--- src/rtl/rc_pkg.sv ---
package rc_pkg;

   // Length of one timeout tick in nanoseconds.
   localparam int RC_TICK_NS = 500;

   // Clock cycles per timeout tick for a clock given in MHz.
   function automatic int rc_tick_cycles(input int clk_mhz);
      return (clk_mhz * RC_TICK_NS) / 1000;
   endfunction

   // Decision taken on one clock edge by the window tracker.
   typedef enum logic [1:0] {
      RC_HOLD  = 2'd0,  // no reply, no release
      RC_SPILL = 2'd1,  // old window released, reply (if any) opens a new one
      RC_JOIN  = 2'd2,  // reply joins the pending window
      RC_START = 2'd3   // reply meets an empty tracker
   } rc_step_e;

endpackage

--- src/rtl/rc_tick_timer.sv ---
module rc_tick_timer #(
   parameter int CLK_MHZ = 100,
   parameter int TMO_W   = 16
) (
   input  logic             clk,
   input  logic             rst_n,
   input  logic             restart,
   input  logic             run,
   input  logic [TMO_W-1:0] cfg_timeout,
   output logic             tmo_hit
);
   import rc_pkg::*;

   localparam int TICK_CYC = rc_tick_cycles(CLK_MHZ);
   localparam int PRE_W    = (TICK_CYC > 1) ? $clog2(TICK_CYC) : 1;

   logic             tick;
   logic [TMO_W-1:0] ticks_q;

   generate
      if (TICK_CYC == 1) begin : g_no_prescale
         assign tick = 1'b1;
      end else begin : g_prescale
         logic [PRE_W-1:0] pre_q;
         always_ff @(posedge clk) begin
            if (!rst_n || restart || !run)
               pre_q <= '0;
            else if (pre_q == PRE_W'(TICK_CYC - 1))
               pre_q <= '0;
            else
               pre_q <= pre_q + 1'b1;
         end
         assign tick = (pre_q == PRE_W'(TICK_CYC - 1));
      end
   endgenerate

   always_ff @(posedge clk) begin
      if (!rst_n || restart || !run)
         ticks_q <= '0;
      else if (tick)
         ticks_q <= ticks_q + 1'b1;
   end

   assign tmo_hit = run && tick && (ticks_q == cfg_timeout);

endmodule

--- src/rtl/rc_window_tracker.sv ---
module rc_window_tracker #(
   parameter int NUM_QUEUES = 128,
   parameter int GROUP_SIZE = 8,
   parameter int DEPTH_W    = 8,
   localparam int QW        = $clog2(NUM_QUEUES),
   localparam int GW        = $clog2(GROUP_SIZE),
   localparam int GRP_W     = QW - GW
) (
   input  logic                  clk,
   input  logic                  rst_n,
   input  logic                  rep_valid,
   input  logic [QW-1:0]         rep_queue,
   input  logic [NUM_QUEUES-1:0] cfg_coal_en,
   input  logic [DEPTH_W-1:0]    cfg_depth,
   input  logic                  tmo_hit,
   output logic                  win_act,
   output logic [GRP_W-1:0]      win_grp,
   output logic [DEPTH_W-1:0]    win_cnt,
   output logic                  win_urg,
   output logic                  win_open,
   output logic                  fl_valid,
   output logic [QW-1:0]         fl_vector,
   output logic [DEPTH_W-1:0]    fl_count
);
   import rc_pkg::*;

   logic               act_q, urg_q;
   logic [GRP_W-1:0]   grp_q;
   logic [QW-1:0]      vec_q;
   logic [DEPTH_W-1:0] cnt_q;

   logic               act_d, urg_d;
   logic [GRP_W-1:0]   grp_d;
   logic [QW-1:0]      vec_d;
   logic [DEPTH_W-1:0] cnt_d;

   logic [GRP_W-1:0]   rq_grp;
   logic               coal, single, spill;
   logic [DEPTH_W-1:0] depth_eff;
   logic [DEPTH_W:0]   join_cnt;
   rc_step_e           step;

   always_comb begin
      rq_grp    = rep_queue[QW-1:GW];
      coal      = cfg_coal_en[rep_queue];
      depth_eff = (cfg_depth == '0) ? DEPTH_W'(1) : cfg_depth;
      single    = !coal || (depth_eff == DEPTH_W'(1));
      join_cnt  = {1'b0, cnt_q} + 1'b1;
      spill     = act_q && (urg_q || tmo_hit || (rep_valid && (rq_grp != grp_q)));

      if (spill)                 step = RC_SPILL;
      else if (act_q && rep_valid) step = RC_JOIN;
      else if (rep_valid)        step = RC_START;
      else                       step = RC_HOLD;
   end

   always_comb begin
      act_d     = act_q;
      urg_d     = urg_q;
      grp_d     = grp_q;
      vec_d     = vec_q;
      cnt_d     = cnt_q;
      win_open  = 1'b0;
      fl_valid  = 1'b0;
      fl_vector = vec_q;
      fl_count  = cnt_q;
      unique case (step)
         RC_SPILL: begin
            fl_valid = 1'b1;
            act_d    = rep_valid;
            if (rep_valid) begin
               win_open = 1'b1;
               grp_d    = rq_grp;
               vec_d    = rep_queue;
               cnt_d    = DEPTH_W'(1);
               urg_d    = single;
            end else begin
               urg_d    = 1'b0;
               cnt_d    = '0;
            end
         end
         RC_JOIN: begin
            if (!coal || (join_cnt >= {1'b0, depth_eff})) begin
               fl_valid  = 1'b1;
               fl_vector = rep_queue;
               fl_count  = join_cnt[DEPTH_W-1:0];
               act_d     = 1'b0;
               cnt_d     = '0;
            end else begin
               vec_d = rep_queue;
               cnt_d = join_cnt[DEPTH_W-1:0];
            end
         end
         RC_START: begin
            if (single) begin
               fl_valid  = 1'b1;
               fl_vector = rep_queue;
               fl_count  = DEPTH_W'(1);
            end else begin
               win_open = 1'b1;
               act_d    = 1'b1;
               urg_d    = 1'b0;
               grp_d    = rq_grp;
               vec_d    = rep_queue;
               cnt_d    = DEPTH_W'(1);
            end
         end
         default: ;
      endcase
   end

   always_ff @(posedge clk) begin
      if (!rst_n) begin
         act_q <= 1'b0;
         urg_q <= 1'b0;
         grp_q <= '0;
         vec_q <= '0;
         cnt_q <= '0;
      end else begin
         act_q <= act_d;
         urg_q <= urg_d;
         grp_q <= grp_d;
         vec_q <= vec_d;
         cnt_q <= cnt_d;
      end
   end

   assign win_act = act_q;
   assign win_grp = grp_q;
   assign win_cnt = cnt_q;
   assign win_urg = urg_q;

endmodule

--- src/rtl/rc_irq_stage.sv ---
module rc_irq_stage #(
   parameter int QW      = 7,
   parameter int DEPTH_W = 8
) (
   input  logic               clk,
   input  logic               rst_n,
   input  logic               fl_valid,
   input  logic [QW-1:0]      fl_vector,
   input  logic [DEPTH_W-1:0] fl_count,
   output logic               irq_valid,
   output logic [QW-1:0]      irq_vector,
   output logic [DEPTH_W-1:0] irq_count
);
   always_ff @(posedge clk) begin
      if (!rst_n) begin
         irq_valid  <= 1'b0;
         irq_vector <= '0;
         irq_count  <= '0;
      end else begin
         irq_valid <= fl_valid;
         if (fl_valid) begin
            irq_vector <= fl_vector;
            irq_count  <= fl_count;
         end
      end
   end
endmodule

--- src/rtl/reply_coalescer.sv ---
module reply_coalescer #(
   parameter int NUM_QUEUES = 128,
   parameter int GROUP_SIZE = 8,
   parameter int CLK_MHZ    = 100,
   parameter int DEPTH_W    = 8,
   parameter int TMO_W      = 16,
   localparam int QW        = $clog2(NUM_QUEUES),
   localparam int GW        = $clog2(GROUP_SIZE),
   localparam int GRP_W     = QW - GW
) (
   input  logic                  clk,
   input  logic                  rst_n,
   input  logic                  rep_valid,
   input  logic [QW-1:0]         rep_queue,
   input  logic [DEPTH_W-1:0]    cfg_depth,
   input  logic [TMO_W-1:0]      cfg_timeout,
   input  logic [NUM_QUEUES-1:0] cfg_coal_en,
   output logic                  irq_valid,
   output logic [QW-1:0]         irq_vector,
   output logic [DEPTH_W-1:0]    irq_count
);

   initial begin
      assert ((1 << QW) == NUM_QUEUES)
         else $error("NUM_QUEUES must be a power of two");
      assert ((1 << GW) == GROUP_SIZE && GROUP_SIZE >= 2)
         else $error("GROUP_SIZE must be a power of two, at least 2");
      assert (NUM_QUEUES >= 2 * GROUP_SIZE)
         else $error("need at least two groups");
      assert (CLK_MHZ >= 2 && (CLK_MHZ % 2) == 0)
         else $error("CLK_MHZ must be even so a tick is whole cycles");
      assert (DEPTH_W >= 2 && TMO_W >= 1)
         else $error("counter widths too small");
   end

   logic               win_act, win_urg, win_open, tmo_hit;
   logic [GRP_W-1:0]   win_grp;
   logic [DEPTH_W-1:0] win_cnt;
   logic               fl_valid;
   logic [QW-1:0]      fl_vector;
   logic [DEPTH_W-1:0] fl_count;

   rc_tick_timer #(
      .CLK_MHZ (CLK_MHZ),
      .TMO_W   (TMO_W)
   ) u_timer (
      .clk         (clk),
      .rst_n       (rst_n),
      .restart     (win_open),
      .run         (win_act),
      .cfg_timeout (cfg_timeout),
      .tmo_hit     (tmo_hit)
   );

   rc_window_tracker #(
      .NUM_QUEUES (NUM_QUEUES),
      .GROUP_SIZE (GROUP_SIZE),
      .DEPTH_W    (DEPTH_W)
   ) u_track (
      .clk         (clk),
      .rst_n       (rst_n),
      .rep_valid   (rep_valid),
      .rep_queue   (rep_queue),
      .cfg_coal_en (cfg_coal_en),
      .cfg_depth   (cfg_depth),
      .tmo_hit     (tmo_hit),
      .win_act     (win_act),
      .win_grp     (win_grp),
      .win_cnt     (win_cnt),
      .win_urg     (win_urg),
      .win_open    (win_open),
      .fl_valid    (fl_valid),
      .fl_vector   (fl_vector),
      .fl_count    (fl_count)
   );

   rc_irq_stage #(
      .QW      (QW),
      .DEPTH_W (DEPTH_W)
   ) u_irq (
      .clk        (clk),
      .rst_n      (rst_n),
      .fl_valid   (fl_valid),
      .fl_vector  (fl_vector),
      .fl_count   (fl_count),
      .irq_valid  (irq_valid),
      .irq_vector (irq_vector),
      .irq_count  (irq_count)
   );

endmodule

--- config.mk ---
export PLATFORM = sky130hd
export DESIGN_NAME = reply_coalescer
export DESIGN_NICKNAME = d
export VERILOG_FILES = /design/src/rtl/rc_pkg.sv /design/src/rtl/rc_tick_timer.sv /design/src/rtl/rc_window_tracker.sv /design/src/rtl/rc_irq_stage.sv /design/src/rtl/reply_coalescer.sv
export SDC_FILE = /design/constraint.sdc
export NUM_CORES = 1
export LEC_CHECK = 0
export BUFFER_PORTS_ARGS = -buffer_cell sky130_fd_sc_hd__buf_2
export CAP_MARGIN = 15
export CORE_ASPECT_RATIO = 0.8
export CORE_MARGIN = 2
export CORE_UTILIZATION = 48
export DETAILED_ROUTE_END_ITERATION = 10
export HOLD_SLACK_MARGIN = 0.05
export PLACE_DENSITY = 0.8
export SETUP_SLACK_MARGIN = 0.05
export SYNTH_ARGS = -nofsm -noshare
export SYNTH_HDL_FRONTEND = slang
export SYNTH_SLANG_ARGS = --single-unit
--- constraint.sdc ---
create_clock -name clk -period 4.7 [get_ports clk]
set_clock_uncertainty 0.05 [all_clocks]
set_input_delay 0.94 -clock clk [delete_from_list [all_inputs] [get_ports clk]]
set_output_delay 0.94 -clock clk [all_outputs]
set_load 0.02 [all_outputs]
==> impl_results.md, run 1 <==
- Final setup violating endpoints: 0
- Hold WC Path Type: flop to flop
- Worst setup SP type: primary input
- Vias in the first global route: about 4,000
- Post-CTS Hold Fix Bufs: 0
- Fill cell count: 766
- I/O Buffers: about 180
- Max-slew headroom: 48.6%
- CTS tree: yes
- Clock Latency Late Sink: 0.33 ns
- P&R area growth vs syn: 23.6%
- GRT overflow: 0
- Design area: 0.00533 mm²
- Max_cap viols: 0
- Synth Flop Type: dfxtp_1
- Number of synthesized flops with an enable pin: 0
- Worst Hold Path EP: u_timer.g_prescale.pre_q[0]
- RSZ-0062 raised after global routing: false
- First DRT Iteration DRCs: roughly 170
- Leak: 2.49 nW
- Hold Crit Start: u_timer.g_prescale.pre_q[0]
- Setup TNS: 0 ns
- # nets final: around 800
- R2R Path End: u_irq.irq_vector[3]
- Worst-Margin Slew: between 0.7 and 0.8 ns
- H-tree depth: 3
- Max IR drop VDD: 0.000131 V
- Die H: between 80 and 90 µm
- Run status: completed
- Maximum clock path buffer count: 2
- Clock Sinks: 59
- Post-cts gate resize count: 0
- Initial antenna violation count: 0
- Yosys warns: 0
- Crit path DAT: 4.21 ns
- Syn Inst Count: 456
- Post-Syn Area: 0.00431 mm²
- Area of the multi-input gates: 0.00287 mm²
- Layout cells sized above 1: 36.0%
- Final core utilization: 62.0%
- Worst r2r src: u_track.win_cnt[0]
- Starting Density: 50.1%
- Post-synth ARST share: 0%
- Yosys cell types: 54
- DRC: 0
- Critical Path Sink Type: flop
- Cell Pwr Density: 238 mW/mm²
- Die area: 0.00976 mm²
- Post-route clock period utilization: 85.9%
- Worst-path clk slew: 0.06 ns
- Hold depth: 1
- GRT Util Overall: 25.7%
- Synth Net Count: between 600 and 700
- Num CTS Buffers: 9
- Root buf cell: clkbuf_8
- Reg2Reg Setup Slack: 0.84 ns
- Required @ worst endpoint: 4.87 ns
- Reg2Reg Depth: 13
- Final wirelength: 12,100 µm
- Max Transition Viols Final: 0
- Avg Inst Size Synth: about 9.4 µm²
- Rows: 30
- Final worst slack: 0.663 ns
- First-pass GRT wire length: 19,300 µm
- Die width: 110 µm
- Vias/cell: 5.62
- Largest net degree at the start of global routing: 28
- Crit path launch: cfg_depth[6]
- Post-CTS Setup Inserts: 0
- Kind of critical path: primary input to flop
- CP Max Fanout: 18
- Sequential share of the synthesized area: between 20% and 30%
- F_max: 248 MHz
- Fin crit period: between 4 and 5 ns
- Cell Area, Placed: between 0.005 and 0.006 mm²
- Worst slack, placed: 0.355 ns
- I/O Pins: 178
- Vias: 4,135
- First-pass iteration count of the detailed router: 5
- RePlAce Congestion: about 0.89
- Post-route ant nets: 0
- Reg area: 0.00118 mm²
- Post-DR wirelength/cell: 16.4 µm
- Core area: 0.00860 mm²
- Yosys reg bits: between 50 and 60
- Final Hold Fails: 0
- Placed wire-length estimate: 9760 µm
-- cell usage in the layout, fill, tap and decap left out, types with 10 or more instances in the layout --
cell type and instances:
a21oi_1 11, inv_1 17, nand4_1 13, ha_1 12
buf_2 177, clkbuf_8 10, nand3_1 16, nor2_1 59
nand2_1 38, mux2i_1 31, xor2_1 17, xnor2_1 25
mux4_2 14, mux4_1 12, dfxtp_1 59
-- logic make-up after synthesis --
group / Yosys count / share of synthesized area (%)
AND/OR/NAND/NOR: 166 / 18.2
AO/OA/AOI/OAI: 72 / 13.8
multiplexers: 60 / 22.6
flip-flops: 59 / 27.4
buffers and inverters: 45 / 5.98
XOR/XNOR: 42 / 8.54
adder cells (fa/ha/maj): 12 / 3.48
-- routing by layer --
layer | vias up | track usage (%) | share of wire, %
li1 | 1991 | - | -
met1 | 1967 | 34.2 | 43
met2 | 152 | 40.5 | 48
met3 | 25 | 7.44 | 7.6
met4 | 0 | 7.71 | 1.6
met5 | - | 0 | 0
-- Yosys cell counts (5+ instances only) --
library cell	instances	area share, %
a21o_1	6	1.0
a21oi_1	11	1.3
a22oi_1	5	0.87
a311oi_2	5	1.7
a31oi_1	9	1.3
and3_1	6	0.87
buf_4	5	0.87
buf_6	5	1.3
clkbuf_1	9	0.78
dfxtp_1	59	27
ha_1	12	3.5
inv_1	17	1.5
mux2i_1	31	7.2
mux4_1	12	7.3
mux4_2	14	7.3
nand2_1	38	3.3
nand2b_1	8	1.2
nand3_1	16	1.9
nand4_1	13	1.9
nor2_1	59	5.1
nor2b_1	7	1.0
nor3_1	5	0.58
o211a_1	5	1.2
o21ai_0	8	0.93
xnor2_1	25	5.1
xor2_1	17	3.5
-- flip-flops by register name, indices dropped and copies added (netlist names) --
register and flops:
u_irq.irq_vector 7, u_timer.ticks_q 16, u_timer.g_prescale.pre_q 6, u_track.vec_q 7, u_track.win_urg 1, u_track.win_cnt 8, u_irq.irq_valid 1, u_track.win_act 1
u_irq.irq_count 8, u_track.win_grp 4
-- how the worst max path moves through the flow --
stage                          endpoint  cells past startpoint
finish              u_irq.irq_vector[3]                     16
global route         u_irq.irq_count[2]                     11
CTS                 u_irq.irq_vector[3]                     16
detailed placement   u_irq.irq_count[6]                     11
global placement     u_irq.irq_count[5]                     11
floorplan           u_irq.irq_vector[1]                     16
-- layout make-up --
class / count / area share (%)
flip-flops and latches: 59 / 22.2
well taps: 112 / 2.63
diodes: 1 / 0.0470
inverters: 18 / 1.27
clock buffers: 13 / 2.80
repair buffers: 181 / 17.2
multi-input cells: 352 / 53.9
-- power breakdown --
part | switching, mW | leakage (nW) | total [mW] | internal (mW)
sequential | 0.0189 | 0.480 | 0.547 | 0.528
clock | 0.176 | 0.0754 | 0.373 | 0.197
combinational | 0.176 | 1.94 | 0.345 | 0.169
-- worst max-delay path, stage by stage --
cell and delay (ns):
buf_2 0.09, inv_1 0.07, nand4_1 0.09, nor4_1 0.19, buf_4 0.19, or2_2 0.11, ha_1 0.21, nand2b_1 0.14
a21o_1 0.17, a21o_1 0.17, a21oi_1 0.14, o211ai_1 0.19, o21bai_4 0.41, o21a_1 0.67, nor2_1 0.10, a311oi_1 0.32
-- per-stage QoR --
stage | power [mW] | instances | hold slack (ns)
floorplan | 0.783 | 456 | 0.384
global placement | 0.889 | 722 | 0.400
detailed placement | 0.901 | 722 | 0.427
CTS | 1.27 | 735 | 0.437
global route | 1.33 | 735 | 0.455
finish | 1.27 | 736 | 0.431
Note: power is estimated with default switching activity, not from simulation.
==> run 2: changes to the inputs <==
CORE_MARGIN = 1.5   (was 2)
==> impl_results.md, run 2 (same netlist as run 1, synthesis figures left out) <==
- Run status: completed
- Worst slack, placed: 0.516 ns (+0.161 ns)
- Starting Density: 50.1% (unchanged)
- Layout cells sized above 1: 36.7% (+0.73 points)
- Maximum clock path buffer count: 2 (unchanged)
- R2R Path End: u_irq.irq_vector[1]
- Die H: 87.7 µm (-1.1%)
- Worst r2r src: u_track.win_cnt[0]
- Final Hold Fails: 0 (unchanged)
- Num CTS Buffers: 9 (unchanged)
- Clock Sinks: 59 (unchanged)
- Post-route ant nets: 0 (unchanged)
- Hold depth: 1 (unchanged)
- # diodes: 0 (-1)
- Kind of critical path: primary input to flop
- Vias: 4,163 (+0.68%)
- Post-DR wirelength/cell: 16.9 µm (+3.0%)
- Root buf cell: clkbuf_8
- I/O Buffers: 177 (unchanged)
- Worst setup SP type: primary input
- Die width: 109 µm (-0.91%)
- Max-slew headroom: 48.2% (-0.36 points)
- Cell Pwr Density: 269 mW/mm² (+13%)
- Critical Path Sink Type: flop
- Leak: 2.55 nW (+2.1%)
- First DRT Iteration DRCs: 348 (+100%)
- Final worst slack: 0.869 ns (+0.206 ns)
- DRC: 0 (unchanged)
- Largest register by flop count: u_timer.ticks_q
- Post-route clock period utilization: 81.5% (-4.4 points)
- Met1 Track Usage GR: 35.4% (+1.2 points)
- Post-CTS Setup Inserts: 0 (unchanged)
- F_max: 261 MHz (+5.4%)
- Final setup violating endpoints: 0 (unchanged)
- RePlAce Congestion: 0.899 (+1.3%)
- Commonest non-fill, non-tap cells in the layout: buf_2 (177), nor2_1 (59), dfxtp_1 (59)
- Worst Hold Path EP: u_timer.g_prescale.pre_q[0]
- Worst-path clk slew: 0.07 ns (about the same)
- Most common cell after layout, fill and taps aside: buf_2
- Post-CTS Hold Fix Bufs: 0 (unchanged)
- I/O Pins: 178 (unchanged)
- Reg2Reg Setup Slack: 1.19 ns (+0.35 ns)
- Final wirelength: 12,500 µm (+3.4%)
- Core area: 0.00860 mm² (unchanged)
- Initial antenna violation count: 0 (unchanged)
- P&R area growth vs syn: 25.9%
- Setup TNS: 0 ns (unchanged)
- Hold WS: 0.419 ns (-0.0116 ns)
- Vias/cell: 5.63 (+0.27%)
- Largest net degree at the start of global routing: 28 (unchanged)
- GR peak layer: met2
- Post-Layout Cell Count: 739 (+0.41%)
- Crit path DAT: 3.98 ns (-0.23 ns)
- Dpl cells: 723 (+0.14%)
- GRT overflow: 0 (unchanged)
- CP Max Fanout: 25 (+7)
- RSZ-0062 raised after global routing: false
- Hold Crit Start: u_timer.g_prescale.pre_q[0]
- Die area: 0.00956 mm² (-2.0%)
- Vias in the first global route: 4,129 (+3.7%)
- H-tree depth: 3 (unchanged)
- Clock Latency Late Sink: 0.35 ns (+0.02 ns)
- Reg2Reg Depth: 14 (+1)
- CTS tree: yes
- Pwr Total: 1.46 mW (+15%)
- Max_cap viols: 0 (unchanged)
- GRT Util Overall: 27.1% (+1.4 points)
- GR Util met3: 6.03% (-1.4 points)
- First-pass iteration count of the detailed router: 5 (unchanged)
- Worst-Margin Slew: 0.776 ns (+0.00539 ns)
- Rows: 30 (unchanged)
- First-pass GRT wire length: 20,100 µm (+4.5%)
- Hold WC Path Type: flop to flop
- Max Transition Viols Final: 0 (unchanged)
- Fin crit period: 3.83 ns (-0.206 ns)
- Post-cts gate resize count: 0 (unchanged)
- Max IR drop VDD: 0.000128 V (-2.4%)
- Max reg flops: 16 (unchanged)
- Placed wire-length estimate: 10,100 µm (+3.5%)
- Required @ worst endpoint: 4.85 ns (-0.02 ns)
- # nets final: 796 (+0.13%)
- Met2 Track Usage GR: 45.1% (+4.6 points)
==> run 2: changes by cell type in the layout (fill, tap and decap cells not counted) <==
cell	previous run	this run
clkbuf_1	3	1
clkinv_2	0	2
diode_2	1	0
bufinv_16	0	3
buf_4	4	5
==> run 2: layout make-up <==
| cell class | instances | area [µm²] |
|---|---|---|
| clock inverters | 5 | 100 |
| clock buffers | 11 | 141 |
| flip-flops and latches | 59 | 1180 |
| repair buffers | 182 | 923 |
| fillers | 752 | 3170 |
| inverters | 18 | 67.6 |
| multi-input cells | 352 | 2870 |
| well taps | 112 | 140 |
==> run 2: metrics by stage <==
stage          util [%]  instance area, µm²
2_1_floorplan         -                4310
3_3_place_gp       60.3                5180
3_5_place_dp       60.3                5180
4_1_cts            63.1                5420
5_1_grt            63.1                5420
6_report           63.1                5420
==> run 2: how the worst max path moves through the flow <==
stage,from,endpoint,slack (ns),depth (start not counted)
after CTS,rep_queue[0],u_irq.irq_vector[0],0.90,12
after floorplan,cfg_depth[6],u_irq.irq_vector[1],0.98,16
after global routing,rep_queue[0],u_track.win_cnt[1],0.66,11
final,rep_queue[0],u_irq.irq_vector[0],0.87,12
after global placement,rep_queue[0],u_irq.irq_vector[0],0.65,12
after detailed placement,rep_queue[0],u_irq.irq_vector[0],0.52,12
==> run 2: power breakdown <==
group	total (mW)	internal [mW]	switching, mW
Combinational	0.346	0.170	0.176
Sequential	0.548	0.528	0.0198
Clock	0.563	0.365	0.199
==> run 2: worst max-delay path: stages <==
cell and delay [ns]:
buf_2 0.50, buf_4 0.31, mux4_1 0.57, a22oi_1 0.16, nand4_1 0.10, and3_1 0.22, a221oi_4 0.35, o21bai_4 0.20
o21a_1 0.19, buf_4 0.21, nor2_1 0.14, a311oi_2 0.06
==> run 2: routing by layer <==
metal  vias up  part of all wire [%]
li1       1992                     -
met1      2000                    44
met2       151                    49
met3        20                   6.3
met4         0                   1.4
met5         -                     0
==> run 3: changes to the inputs <==
clock period = 3.95 ns   (was 4.7 ns; I/O delays follow)
==> impl_results.md, run 3 (same netlist as run 1, synthesis figures left out) <==
- Vias in the first global route: 4,138 (+0.22%)
- Largest register by flop count: u_timer.ticks_q
- Die H: 87.7 µm (unchanged)
- DRC: 0 (unchanged)
- Vias/cell: 5.64 (about the same)
- Placed wire-length estimate: 10,100 µm (-0.18%)
- H-tree depth: 3 (unchanged)
- CTS tree: yes
- Worst-path clk slew: 0.06 ns (about the same)
- Reg2Reg Depth: 14 (unchanged)
- Largest net degree at the start of global routing: 23 (-18%)
- Post-DR wirelength/cell: 16.7 µm (-1.1%)
- Crit path DAT: 3.65 ns (-0.33 ns)
- Kind of critical path: primary input to flop
- First-pass GRT wire length: 19,800 µm (-1.4%)
- Clock Latency Late Sink: 0.33 ns (-0.02 ns)
- Hold WC Path Type: flop to flop
- Slowest cell delay on critical path: 0.48 ns (-0.09 ns)
- Vias: 4,210 (+1.1%)
- Required @ worst endpoint: 4.09 ns (-0.76 ns)
- Die width: 109 µm (unchanged)
- Starting Density: 50.1% (unchanged)
- CP Depth: 11 (-1)
- Max IR drop VDD: 0.000158 V (+24%)
- Cell Area, Placed: 0.00524 mm² (+1.2%)
- Initial antenna violation count: 0 (unchanged)
- # diodes: 0 (unchanged)
- F_max: around 290 MHz
- Max reg flops: 16 (unchanged)
- Clock Sinks: 59 (unchanged)
- Post-route ant nets: 0 (unchanged)
- Crit-path cells: buf_2 > buf_4 > mux4_2 > mux2i_1 > nand2_1 > and4b_1 > a221oi_4 > nor2_4 > o211ai_4 > mux2i_1 > nor2_1
- Layout cells sized above 1: 37.0% (+0.33 points)
- Num CTS Buffers: 9 (unchanged)
- Critical Path Sink Type: flop
- Worst setup SP type: primary input
- P&R area growth vs syn: 25.2%
- Cell Pwr Density: 280 mW/mm² (+4.1%)
- GRT overflow: 0 (unchanged)
- Commonest non-fill, non-tap cells in the layout: buf_2 (177), nor2_1 (59), dfxtp_1 (59)
- Maximum clock path buffer count: 2 (unchanged)
- Crit-path most repeated cell: mux2i_1
- Final setup violating endpoints: 0 (unchanged)
- Max_cap viols: 0 (unchanged)
- Setup TNS: 0 ns (unchanged)
- Most common cell after layout, fill and taps aside: buf_2
- RSZ-0062 raised after global routing: false
- First DRT Iteration DRCs: 217 (-38%)
- Post-CTS Setup Inserts: 0 (unchanged)
- CP bufs+invs: 2 (-1)
- Post-route clock period utilization: 88.7%
- Leak: 2.54 nW (-0.19%)
- Max Transition Viols Final: 0 (unchanged)
- Crit path max-delay family: multiplexers
- Worst-Margin Slew: 0.756 ns (-0.0196 ns)
- GRT Util Overall: 26.9% (-0.23 points)
- Final Hold Fails: 0 (unchanged)
- CP Max Fanout: 17 (-32%)
- Post-CTS Hold Fix Bufs: 0 (unchanged)
- Hold WS: 0.421 ns (+0.00172 ns)
- Crit path to: u_track.vec_q[6]
- Run status: completed
- Crit path launch: rep_queue[0]
- Final wirelength: 12,500 µm (about the same)
- # nets final: 804 (+1.0%)
- I/O Buffers: 177 (unchanged)
- Fin crit period: 3.51 ns
- Worst r2r src: u_track.win_cnt[0]
- Post-cts gate resize count: 0 (unchanged)
- Final core utilization: 62.8% (-0.32 points)
- Max-slew headroom: 49.5% (+1.3 points)
- Slowest-stage cell, CP: mux4_2
- Design area: 0.00540 mm² (-0.51%)
- Rows: 30 (unchanged)
- R2R Path End: u_irq.irq_vector[1]
- Root buf cell: clkbuf_8
- First-pass iteration count of the detailed router: 4 (-1)
- Reg2Reg Setup Slack: 0.70 ns (-0.49 ns)
- Die area: 0.00956 mm² (unchanged)
- Core area: 0.00860 mm² (unchanged)
- I/O Pins: 178 (unchanged)
- RePlAce Congestion: 0.973 (+8.3%)
==> run 3: how the worst min path moves through the flow <==
stage | startpoint | slack, ns | endpoint | depth (start not counted)
6_report | u_timer.g_prescale.pre_q[0] | 0.42 | u_timer.g_prescale.pre_q[0] | 1
5_1_grt | u_timer.g_prescale.pre_q[0] | 0.45 | u_timer.g_prescale.pre_q[0] | 1
4_1_cts | u_timer.g_prescale.pre_q[0] | 0.43 | u_timer.g_prescale.pre_q[0] | 1
3_5_place_dp | u_timer.g_prescale.pre_q[0] | 0.42 | u_timer.g_prescale.pre_q[0] | 1
3_3_place_gp | u_timer.g_prescale.pre_q[0] | 0.40 | u_timer.g_prescale.pre_q[0] | 1
2_1_floorplan | u_timer.g_prescale.pre_q[0] | 0.38 | u_timer.g_prescale.pre_q[0] | 1
==> run 3: area by class of cell <==
type | count | area, µm²
clock buffers | 13 | 139
clock inverters | 3 | 15.0
fillers | 763 | 3200
inverters | 18 | 67.6
multi-input cells | 352 | 2870
flip-flops and latches | 59 | 1180
well taps | 112 | 140
repair buffers | 190 | 983
==> run 3: worst register-to-register path: cells and delay by family (launching register included) <==
| family | cells | cell delay, ns |
|---|---|---|
| flip-flops | 1 | 0.49 |
| buffers and inverters | 1 | 0.25 |
| AND/OR/NAND/NOR | 6 | 0.85 |
| adder cells (fa/ha/maj) | 2 | 0.54 |
| AO/OA/AOI/OAI | 5 | 0.98 |
==> run 3: metal layers <==
| metal | track usage [%] | up-vias | wire (µm) |
|---|---|---|---|
| met5 | 0 | - | 0 |
| met4 | 10.3 | 0 | 306 |
| met3 | 7.51 | 31 | 929 |
| met2 | 42.6 | 180 | 5790 |
| met1 | 34.9 | 1986 | 5480 |
| li1 | - | 2013 | - |
==> run 3: per-stage QoR <==
stage	cells	setup WS (ns)	power, mW
floorplan	456	0.381	0.932
detailed placement	731	0.148	1.08
CTS	747	0.494	1.52
finish	747	0.444	1.51
global route	747	0.330	1.58
global placement	731	0.254	1.06
==> run 3: power breakdown <==
group,internal (mW),switching (mW)
Clock,0.225,0.216
Sequential,0.628,0.0237
Combinational,0.207,0.210
